$ cat src/rtl/spim_pkg.sv
`timescale 1ns/1ps
package spim_pkg;
  typedef enum logic {ST_IDLE = 1'b0, ST_XFER = 1'b1} spim_state_e;
endpackage

$ cat src/rtl/spim_holdbuf.sv
`timescale 1ns/1ps
// One-word transmit holding register with drop-on-full policy.
module spim_holdbuf #(
  parameter int W = 16
) (
  input  logic         clk,
  input  logic         rst_n,
  input  logic         wr_valid,
  input  logic [W-1:0] wr_data,
  input  logic         take,
  output logic         full,
  output logic [W-1:0] data,
  output logic         overrun
);
  always_ff @(posedge clk or negedge rst_n) begin
    if (!rst_n) begin
      full    <= 1'b0;
      data    <= '0;
      overrun <= 1'b0;
    end else if (full) begin
      if (take)     full    <= 1'b0;
      if (wr_valid) overrun <= 1'b1;
    end else if (wr_valid) begin
      full <= 1'b1;
      data <= wr_data;
    end
  end
endmodule

$ cat src/rtl/spim_baud.sv
`timescale 1ns/1ps
// Half-period timer: tick every (div+1) clocks, realigned by restart.
module spim_baud #(
  parameter int DIV_W = 8
) (
  input  logic             clk,
  input  logic             rst_n,
  input  logic             restart,
  input  logic [DIV_W-1:0] div,
  output logic             tick
);
  logic [DIV_W-1:0] cnt_q;

  assign tick = (cnt_q >= div);

  always_ff @(posedge clk or negedge rst_n) begin
    if (!rst_n)              cnt_q <= '0;
    else if (restart || tick) cnt_q <= '0;
    else                     cnt_q <= cnt_q + 1'b1;
  end
endmodule

$ cat src/rtl/spim_shifter.sv
`timescale 1ns/1ps
// Bit-indexed shift stage: edge counter selects the bit being driven or sampled.
module spim_shifter #(
  parameter  int MAX_W = 16,
  localparam int LW    = $clog2(MAX_W),
  localparam int EW    = LW + 1
) (
  input  logic             clk,
  input  logic             rst_n,
  input  logic             load,
  input  logic             edge_i,
  input  logic [MAX_W-1:0] din,
  input  logic [LW-1:0]    cfg_len,
  input  logic             cfg_lsb,
  input  logic             cfg_cpha,
  input  logic             miso,
  output logic             mosi,
  output logic             last,
  output logic [MAX_W-1:0] rx_data
);
  logic [MAX_W-1:0] word_q, rx_q, rx_nxt;
  logic [EW-1:0]    e_q;
  logic [LW-1:0]    len_q, b, first;
  logic             lsb_q, cpha_q, mosi_q, lead, smp, at_end;

  function automatic logic [LW-1:0] pos(input logic [LW-1:0] k);
    return lsb_q ? k : (len_q - k);
  endfunction

  assign b      = e_q[EW-1:1];
  assign lead   = ~e_q[0];
  assign smp    = lead ^ cpha_q;
  assign at_end = (e_q == {len_q, 1'b1});
  assign last   = edge_i && at_end;
  assign first  = cfg_lsb ? '0 : cfg_len;
  assign mosi   = mosi_q;

  always_comb begin
    rx_nxt = rx_q;
    if (edge_i && smp) rx_nxt[pos(b)] = miso;
  end

  always_ff @(posedge clk or negedge rst_n) begin
    if (!rst_n) begin
      word_q <= '0;
      rx_q   <= '0;
      e_q    <= '0;
      len_q  <= '0;
      lsb_q  <= 1'b0;
      cpha_q <= 1'b0;
      mosi_q <= 1'b0;
    end else if (load) begin
      word_q <= din;
      rx_q   <= '0;
      e_q    <= '0;
      len_q  <= cfg_len;
      lsb_q  <= cfg_lsb;
      cpha_q <= cfg_cpha;
      if (!cfg_cpha) mosi_q <= din[first];
    end else if (edge_i) begin
      rx_q <= rx_nxt;
      e_q  <= e_q + 1'b1;
      if (!cpha_q && !lead && !at_end) mosi_q <= word_q[pos(b + 1'b1)];
      if (cpha_q && lead)              mosi_q <= word_q[pos(b)];
    end
  end

  always_ff @(posedge clk or negedge rst_n) begin
    if (!rst_n)    rx_data <= '0;
    else if (last) rx_data <= rx_nxt;
  end
endmodule

$ cat src/rtl/spim_master.sv
`timescale 1ns/1ps
module spim_master
  import spim_pkg::*;
#(
  parameter  int MAX_W = 16,
  parameter  int DIV_W = 8,
  localparam int LW    = $clog2(MAX_W)
) (
  input  logic             clk,
  input  logic             rst_n,
  input  logic             tx_valid,
  input  logic [MAX_W-1:0] tx_data,
  output logic             tx_ready,
  output logic [MAX_W-1:0] rx_data,
  input  logic [LW-1:0]    cfg_len,
  input  logic             cfg_lsb_first,
  input  logic [1:0]       cfg_mode,
  input  logic [DIV_W-1:0] cfg_div,
  input  logic             cfg_cont,
  output logic             busy,
  output logic             tx_overrun,
  output logic             irq_tx_free,
  output logic             irq_rx_done,
  output logic             sclk,
  output logic             mosi,
  input  logic             miso
);
  spim_state_e      state_q;
  logic             full, tick, last, load, xfer, edge_s, gap_ok_q;
  logic             sclk_q, irq_tx_q, irq_rx_q;
  logic [MAX_W-1:0] hold_data;

  assign xfer   = (state_q == ST_XFER);
  assign edge_s = tick && xfer;
  assign load   = full && ((!xfer && gap_ok_q) || (last && cfg_cont));

  spim_holdbuf #(.W(MAX_W)) u_buf (
    .clk(clk), .rst_n(rst_n), .wr_valid(tx_valid), .wr_data(tx_data),
    .take(load), .full(full), .data(hold_data), .overrun(tx_overrun)
  );

  spim_baud #(.DIV_W(DIV_W)) u_baud (
    .clk(clk), .rst_n(rst_n), .restart(load), .div(cfg_div), .tick(tick)
  );

  spim_shifter #(.MAX_W(MAX_W)) u_shift (
    .clk(clk), .rst_n(rst_n), .load(load), .edge_i(edge_s), .din(hold_data),
    .cfg_len(cfg_len), .cfg_lsb(cfg_lsb_first), .cfg_cpha(cfg_mode[0]),
    .miso(miso), .mosi(mosi), .last(last), .rx_data(rx_data)
  );

  always_ff @(posedge clk or negedge rst_n) begin
    if (!rst_n) begin
      state_q  <= ST_IDLE;
      gap_ok_q <= 1'b1;
      sclk_q   <= 1'b0;
      irq_tx_q <= 1'b0;
      irq_rx_q <= 1'b0;
    end else begin
      irq_tx_q <= load;
      irq_rx_q <= last;
      if (load)      state_q <= ST_XFER;
      else if (last) state_q <= ST_IDLE;
      if (last && !load)    gap_ok_q <= 1'b0;
      else if (!xfer && tick) gap_ok_q <= 1'b1;
      if (!xfer)       sclk_q <= cfg_mode[1];
      else if (edge_s) sclk_q <= ~sclk_q;
    end
  end

  assign tx_ready    = ~full;
  assign busy        = xfer | full;
  assign sclk        = sclk_q;
  assign irq_tx_free = irq_tx_q;
  assign irq_rx_done = irq_rx_q;
endmodule

$ cat config.mk
export PLATFORM = sky130hd
export DESIGN_NAME = spim_master
export DESIGN_NICKNAME = d
export VERILOG_FILES = /design/src/rtl/spim_pkg.sv /design/src/rtl/spim_holdbuf.sv /design/src/rtl/spim_baud.sv /design/src/rtl/spim_shifter.sv /design/src/rtl/spim_master.sv
export SDC_FILE = /design/constraint.sdc
export NUM_CORES = 1
export LEC_CHECK = 0
export BUFFER_PORTS_ARGS = -buffer_cell sky130_fd_sc_hd__buf_2
export CAP_MARGIN = 10
export CORE_MARGIN = 2
export CORE_UTILIZATION = 29
export DETAILED_ROUTE_END_ITERATION = 12
export GPL_TIMING_DRIVEN = 0
export SKIP_CTS_REPAIR_TIMING = 1
export SLEW_MARGIN = 20
export SYNTH_ARGS = -nofsm -noshare
export SYNTH_HDL_FRONTEND = slang
export SYNTH_SLANG_ARGS = --single-unit
$ cat constraint.sdc
create_clock -name clk -period 3.8 [get_ports clk]
set_clock_uncertainty 0.05 [all_clocks]
set_input_delay 0.57 -clock clk [delete_from_list [all_inputs] [get_ports clk]]
set_output_delay 0.57 -clock clk [all_outputs]
set_load 0.02 [all_outputs]
==> impl_metrics.py <==
metrics = {
    "run_status": {
        "status": "complete, no violations",
    },
    "timing": {
        "layout_setup_ws_ns": 0.520,
        "fin_crit_sh_pct": 86.3,
        "slew_headroom_pct": 50.5,
        "setup_tns_ns": 0,
        "fmax_mhz": 305,
        "rsz0062_at_grt": "false",
        "fin_crit_ns": 3.28,
        "hold_viol": 0,
        "finalSetupViolCount": 0,
        "drv_slew": 0,
        "worst_pin_slew_ns": 0.736,
    },
    "logic_synthesis": {
        "yosys.area_share.simple_pct": 14.8,
        "syn_nets": 507,
        "synth_edf_count": 0,
        "avgSynthCellArea_um2": 10.8,
        "synth_compound_area_share_pct": 8.16,
        "syn_area_um2": 4870,
        "synth_cell_types": 56,
        "synth-main-ff-cell": "dfrtp_1",
        "yosysTopAreaCell": "dfrtp_1",
        "synth.ff_latch_count": 91,
        "async_flop_share_pct": 100,
        "yosysMostFrequentCell": "dfrtp_1",
        "synthMuxAreaShare_pct": 18.0,
        "synth.top_cells.by_area": "dfrtp_1, mux2_2, mux2i_1",
        "ys_seq_area_share_pct": 46.7,
        "ys_top_cells_by_count": "dfrtp_1, nor2_1, mux2_2, mux2i_1, inv_1",
        "ys_warn_count": 0,
        "synth_fa_ha_area_share_pct": 5.70,
        "synth-xor-area-share_pct": 2.87,
        "netlist_instances": 450,
        "synth_top_cell_area_share_pct": 46.2,
        "synth_top_family_by_area": "multiplexers",
    },
    "grt": {
        "grt_pass1_wl_um": 19100,
        "grt_max_degree": 60,
        "grt_usage_pct": 13.4,
        "antenna_found_initial": 0,
        "gr-usage-met2_pct": 23.5,
        "overflow": 0,
        "use_met1_pct": 16.4,
        "use_met3_pct": 2.78,
        "grt_pass1_vias": 3834,
        "busiest_layer": "met2",
    },
    "finish": {
        "drive_above_1_share_pct": 26.1,
        "final_nets": 576,
        "antenna_cells": 0,
        "area_growth_pct": 18.0,
        "stdcell_count": 744,
    },
    "pwr": {
        "pwr-share-comb_pct": 40.9,
        "p_switching_mw": 1.51,
        "p_per_area_nw_per_um2": 676,
        "ir_drop_v": 0.000278,
        "p_leak_nw": 2.66,
        "p_int_mw": 2.38,
        "swShare_pct": 38.9,
        "power_mw": 3.89,
        "p_seq_share_pct": 37.0,
        "p_clk_share_pct": 22.1,
    },
    "routing": {
        "finalWirelength_um": 11300,
        "final_antenna_net_count": 0,
        "drtIter0Drc": 209,
        "via_per_inst": 4.77,
        "drtPass1Iterations": 6,
        "vias": 3552,
        "drc": 0,
        "detail_route.wl_per_cell_um": 15.2,
    },
    "placed_design": {
        "gp_congestion": 0.830,
        "portBuffers": 57,
        "post-place-cells": 728,
        "preCtsSetupSlack_ns": 0.485,
        "dp_hpwl_um": 8680,
    },
    "floorplanning": {
        "num_rows": 47,
        "ios": 59,
        "fp.dieW_um": 134,
        "start_util_pct": 29.5,
        "die_area_um2": 17900,
        "die-height_um": 134,
        "design.core.area_um2": 16500,
    },
    "setup_path": {
        "crit_fanout": 8,
        "arrival_ns": 3.45,
        "startpoint_type": "flop",
        "critPathRequiredTime_ns": 3.97,
        "crit_path_end_kind": "flop",
        "critical_path_class": "flop to flop",
    },
    "cts": {
        "cts_tree": "yes",
        "cts_made_buffers": 9,
        "cts_root_buffer": "clkbuf_16",
        "cts_sinks": 91,
        "clk_path_buf_depth": 2,
        "h-tree-depth": 3,
        "clk-insertion-delay-late_ns": 0.35,
        "clk_pin_slew_ns": 0.07,
    },
    "worst_hold_path": {
        "hold_class": "primary input to asynchronous set/reset pin",
    },
    "job": {
        "max_cap_viol_count": 0,
    },
}
registers in the layout, indices dropped and copies added (netlist names), 4 cells and up:
name / flops
u_buf.data: 16
u_shift.rx_data: 16
u_shift.rx_q: 16
u_shift.word_q: 16
u_baud.cnt_q: 8
u_shift.e_q: 5
u_shift.len_q: 4
layout by cell type, fill, tap and decap left out, types with 3 or more instances in the layout:
| cell | instances |
|---|---|
| buf_2 | 63 |
| nand2b_1 | 3 |
| xor2_1 | 7 |
| nand2_1 | 18 |
| a21oi_1 | 22 |
| nor3b_1 | 8 |
| o21ai_0 | 10 |
| dfrtp_1 | 90 |
| xnor2_1 | 9 |
| and3_1 | 3 |
| nor2b_1 | 5 |
| a211oi_1 | 5 |
| nor2_1 | 57 |
| o21a_1 | 3 |
| mux4_2 | 3 |
| mux2i_1 | 37 |
| clkbuf_16 | 9 |
| o211ai_1 | 5 |
| ha_1 | 19 |
| clkbuf_1 | 7 |
| mux2_2 | 37 |
| nand3_1 | 15 |
| inv_1 | 24 |
| nor3_1 | 12 |
kinds of logic after synthesis:
group | after synthesis
AO/OA/AOI/OAI | 61
AND/OR/NAND/NOR | 142
buffers and inverters | 41
multiplexers | 78
flip-flops | 91
adder cells (fa/ha/maj) | 21
XOR/XNOR | 16
power by group through the flow:
stage	clock network, mW	registers [mW]	logic [mW]
after floorplan	0	1.48	1.10
after global placement	0	1.45	1.53
after detailed placement	0	1.45	1.59
after CTS	0.880	1.44	1.60
after global routing	0.921	1.47	1.75
final	0.857	1.44	1.59
cell type report:
| class | count | area (um2) |
|---|---|---|
| Tap cell | 220 | 275 |
| Sequential cell | 91 | 2280 |
| Fill cell | 1633 | 10800 |
| Timing Repair Buffer | 58 | 315 |
| Buffer | 17 | 91.3 |
| Clock buffer | 10 | 239 |
| Multi-Input combinational cell | 318 | 2410 |
| Inverter | 24 | 90.1 |
| Clock inverter | 6 | 47.5 |
routing by layer:
metal	wire (um)	vias to the layer above
met5	0	-
met4	182	0
met3	281	13
met2	5770	45
met1	5100	1773
li1	-	1721
per-stage QoR:
step           util [%]  area [um2]  hold slack (ns)
2_1_floorplan         -        4870            0.224
3_3_place_gp       32.9        5440            0.387
3_5_place_dp       33.1        5470            0.393
4_1_cts            34.8        5750            0.123
5_1_grt            34.8        5750            0.145
6_report           34.8        5750            0.121
final timing paths:
check,slack (ns),endpoint,from,cells after the start
worst max-delay path,0.52,u_shift.mosi,u_shift.e_q[2],10
worst min-delay path,0.12,u_buf.data[0],rst_n,1
worst max register to register,0.52,u_shift.mosi,u_shift.e_q[2],10
worst min register to register,0.40,u_buf.overrun,u_buf.overrun,1
max in group asynchronous,2.89,gap_ok_q,rst_n,2
min in group clk,0.40,u_buf.overrun,u_buf.overrun,1
critical path: stages (launching register included):
cell,delay (ns)
dfrtp_1,0.48
ha_1,0.26
xnor2_1,0.33
ha_1,0.33
xnor2_1,0.17
mux2i_4,0.39
mux2i_1,0.29
mux2i_1,0.11
mux2i_1,0.15
nor4b_1,0.06
or4b_1,0.52
No activity file was read; power rests on OpenSTA's default activity.
